<file path="src/rtl/rnd_filler_sched.sv">
module rnd_filler_sched #(
  parameter int W = 32,
  parameter int CNT_W = 7,
  parameter logic [W-1:0] COEFF0 = 32'h04C1_1DB7,
  parameter logic [W-1:0] COEFF1 = 32'h1EDC_6F41,
  parameter logic [W-1:0] COEFF2 = 32'h741B_8CD7,
  parameter logic [W-1:0] SEED0  = 32'hACE1_2345,
  parameter logic [W-1:0] SEED1  = 32'h1357_9BDF,
  parameter logic [W-1:0] SEED2  = 32'hC0FF_EE11
) (
  input  logic         clk_i,
  input  logic         rst_ni,
  input  logic         en_i,
  input  logic [3:0]   freq_i,
  input  logic         instr_i,
  input  logic         hint_i,
  input  logic         hint_en_i,
  input  logic [2:0]   seed_wr_i,
  input  logic [W-1:0] seed_data_i,
  output logic         ins_valid_o,
  output logic [1:0]   ins_op_o,
  output logic [W-1:0] opa_o,
  output logic [W-1:0] opb_o,
  output logic         no_retire_o,
  output logic         lockup_alert_o
);
  localparam int NL = 3;
  localparam int MW = 6;
  localparam logic [NL-1:0][W-1:0] CO = {COEFF2, COEFF1, COEFF0};
  localparam logic [NL-1:0][W-1:0] SD = {SEED2, SEED1, SEED0};

  logic [NL-1:0][W-1:0] st;
  logic [NL-1:0]        zero;
  logic [CNT_W-1:0]     cnt;
  logic [MW-1:0]        mask;
  logic                 hint_fire, count_en, dum_fire, any_fire;

  assign mask      = {freq_i, 2'b11};
  assign hint_fire = hint_i & hint_en_i;
  assign count_en  = en_i & instr_i & ~hint_fire;
  assign dum_fire  = count_en & (cnt == CNT_W'(1));
  assign any_fire  = dum_fire | hint_fire;
  assign lockup_alert_o = |zero;

  for (genvar g = 0; g < NL; g++) begin : g_lfsr
    assign zero[g] = (st[g] == '0);
    always_ff @(posedge clk_i or negedge rst_ni) begin
      if (!rst_ni)            st[g] <= SD[g];
      else if (seed_wr_i[g])  st[g] <= seed_data_i;
      else if (zero[g])       st[g] <= SD[g];
      else                    st[g] <= {st[g][W-2:0], 1'b0} ^ (st[g][W-1] ? CO[g] : '0);
    end
  end

  always_ff @(posedge clk_i or negedge rst_ni) begin
    if (!rst_ni) cnt <= CNT_W'(1);
    else if (count_en) begin
      if (cnt == CNT_W'(1)) cnt <= CNT_W'(st[0][MW-1:0] & mask) + CNT_W'(1);
      else                  cnt <= cnt - CNT_W'(1);
    end
  end

  always_ff @(posedge clk_i or negedge rst_ni) begin
    if (!rst_ni) begin
      ins_valid_o <= 1'b0;
      no_retire_o <= 1'b0;
      ins_op_o    <= 2'd0;
      opa_o       <= '0;
      opb_o       <= '0;
    end else begin
      ins_valid_o <= any_fire;
      no_retire_o <= dum_fire;
      if (any_fire) begin
        ins_op_o <= (st[0][1:0] == 2'd3) ? 2'd0 : st[0][1:0];
        opa_o    <= st[1];
        opb_o    <= st[2];
      end
    end
  end
endmodule


</file>
<file path="config.mk">
export PLATFORM = sky130hd
export DESIGN_NAME = rnd_filler_sched
export DESIGN_NICKNAME = d
export VERILOG_FILES = /design/src/rtl/rnd_filler_sched.sv
export SDC_FILE = /design/constraint.sdc
export NUM_CORES = 1
export LEC_CHECK = 0
export BUFFER_PORTS_ARGS = -buffer_cell sky130_fd_sc_hd__buf_2
export CAP_MARGIN = 40
export CORE_ASPECT_RATIO = 0.9
export CORE_UTILIZATION = 57
export CTS_CLUSTER_SIZE = 20
export DETAILED_ROUTE_END_ITERATION = 10
export GPL_TIMING_DRIVEN = 1
export PLACE_DENSITY = 0.91
export SYNTH_ARGS = -nofsm -noshare
export SYNTH_HDL_FRONTEND = slang
export SYNTH_SLANG_ARGS = --single-unit
</file>
<file path="constraint.sdc">
create_clock -name clk_i -period 2.8 [get_ports clk_i]
set_input_delay 0.14 -clock clk_i [delete_from_list [all_inputs] [get_ports clk_i]]
set_output_delay 0.14 -clock clk_i [all_outputs]
set_load 0.05 [all_outputs]
</file>
==> impl_metrics.toml <==
[critical_path]
cp-end-kind = "primary output"
required_ns = 2.66
cp_max_fo = 19
cp.arrival_ns = 2.26
critPathLaunchType = "register"
critPathKind = "register to primary output"

[global_route]
grt_pass1_vias = 5253
grt_use_total = 0.263
grt_overflow = 0
grt_max_degree = 81
grt_antenna_before_repair = 0
grt_pass1_wl_um = 27300

[sta]
fin_tns_setup_ns = 0
layout_setup_ws_ns = 0.403
finalCriticalPeriod_ns = 2.40
worst_slew_pin_slew_ns = 0.891
rsz0062_at_grt = "false"
whs_ns = 0.0136
drv_slew = 0
setup_violations = 0
finalCritPeriodShare = 0.856
slew-limit-headroom = 0.406
final_hold_viol_count = 0
fmax_mhz = 417
skew_ns = 0.00690

[final_layout]
diodes = 0
multi_input_area_sq_um = 2980
fin_area_sq_um = 9020
fillers = 874
area_growth_pct = 20.0
nets = 760
layout_commonest_cell = "dfrtp_1"
drive_above_1_share = 0.374
regArea_sq_um = 4350
final_cell_mix = "dfrtp_1, buf_2, mux2_2"

[yosys]
ys_ff_latch = 171
synth.distinct_cells = 42
yosysSeqAreaShare = 0.578
ys_dominant_reg_cell = "dfrtp_1"
async_flop_share = 1.00
synth_top_family_by_area = "multiplexers"
yosysWarnings = 0
synth-edff-count = 0
synth_area_per_cell_sq_um = 12.9
synth-simple-area-share = 0.101
yosys.area_share.adder = 0.00998
synth_compound_area_frac = 0.0935
synthMuxAreaShare = 0.135
synth_area_sq_um = 7520
synthCells = 583
synth_xor_area_frac = 0.0570
syn-num-nets = 634

[placed_design]
portBuffers = 113
place_hpwl_um = 11600
globalplace.congestion = 0.894
postPlaceCellArea_sq_um = 8220
dp_slack_ns = 0.422

[floorplanning]
die_h_um = 111
pin_count = 114
die_w_um = 123
core_sq_um = 12800
die_area_sq_um = 13700
core.rowCount = 39
initial_core_util = 0.588

[power]
ir_drop_mv = 0.912
p_leak_uw = 0.00379
power_density_nw_per_um2 = 878

[routing]
route.detailed.drc = 0
dr_wl_met2_um = 8470
via_count = 5066
ant_nets = 0
highest-signal-layer = "met4"
wirelength_um = 16600
wl_met3_um = 858
drt-pass1-iter-count = 4
first_iter_violations = 303
met1_length_um = 7000
viasPerCell = 5.72
wl_per_cell_um = 18.7

[clocking]
clock-root-buffer = "clkbuf_16"
htree_num_levels = 4
holdBufCountCts = 19
post_cts_resized = 0
cts_sinks = 171
cts_buffers = 17
clkLatencyLatePin_ns = 0.42
cts_tree = "yes"
path_clk_slew_ns = 0.06
post_cts.repair.setup_buffers = 0
clock_path_buffers = 2

[run_status]
outcome = "finished, final reports clean"

[flow_run]
max_cap_violations = 0

[min_path]
min_path_type = "input port to register"
==> flip-flops by register name (all words and copies together), names as in the netlist <==
register     cells
st              96
opa_o           32
opb_o           32
cnt              7
ins_op_o         2
ins_valid_o      1
no_retire_o      1
==> critical path, cell delays in order (launching register included) <==
cell and delay (ns):
dfrtp_1 0.41, nor4_1 0.41, nand4_1 0.20, nor2_1 0.12, buf_4 0.25, or3_1 0.18
buf_2 0.27
==> where the power goes <==
group / switching (uW) / leakage [uW] / internal [uW] / total, uW
clock network: 964 / 0.000283 / 1380 / 2340
registers: 338 / 0.00194 / 3020 / 3360
logic: 1510 / 0.00156 / 714 / 2220
total: 2810 / 0.00379 / 5110 / 7920
==> metal layers <==
layer	up-vias	global-route usage
met5	-	0
met2	121	0.434
met3	19	0.0658
li1	2343	-
met1	2583	0.340
met4	0	0.0843
==> cells by family (layout without fill, tap and decap cells) <==
kind of cell / count (synthesis) / after routing
adder cells (fa/ha/maj): 6 / 6
buffers and inverters: 41 / 180
AO/OA/AOI/OAI: 92 / 92
flip-flops: 171 / 171
multiplexers: 90 / 90
XOR/XNOR: 49 / 49
AND/OR/NAND/NOR: 134 / 134
==> final cells by class <==
class                           instances  area share
Sequential cell                       171       0.481
Multi-Input combinational cell        371       0.330
Timing Repair Buffer                  143      0.0977
Clock buffer                           21      0.0510
Tap cell                              164      0.0227
Clock inverter                         11      0.0148
Inverter                                5     0.00208
==> cells in the mapped netlist, types with 2 or more instances <==
master	n	area [sq um]
nor4b_1	2	17.5
nand2b_1	53	332
xnor2_1	23	201
nand4_1	7	43.8
o31a_1	52	455
nor2_1	7	26.3
clkbuf_1	22	82.6
a21oi_1	5	25.0
ha_1	6	75.1
o21ai_0	23	115
buf_2	3	15.0
buf_4	3	22.5
inv_1	5	18.8
mux2_2	60	676
and2_1	2	12.5
buf_1	4	15.0
nor4_1	22	138
o211ai_1	2	15.0
buf_6	4	45.0
or3_1	4	25.0
xor2_1	26	228
nor3_1	3	15.0
dfstp_2	53	1390
dfrtp_1	118	2950
mux2_1	29	327
nand2_1	29	109
==> worst paths after layout <==
kind,from,endpoint,slack [ns],cells after the start
setup / recovery,st[65],lockup_alert_o,0.40,6
hold / removal,seed_data_i[25],st[89],0.01,2
setup reg to reg,cnt[0],opb_o[30],0.41,6
hold reg to reg,opb_o[23],opb_o[23],0.48,1
max in group asynchronous,rst_ni,st[31],1.65,3
min in group asynchronous,rst_ni,cnt[2],0.25,2
==> per-stage QoR <==
stage / util / instances / total power, uW
after CTS: 0.704 / 885 / 7970
after global placement: 0.643 / 834 / 5520
after detailed placement: 0.643 / 834 / 5600
after global routing: 0.706 / 886 / 8250
final: 0.706 / 886 / 7920
after floorplan: - / 583 / 4990
Note: power is estimated with default switching activity, not from simulation.
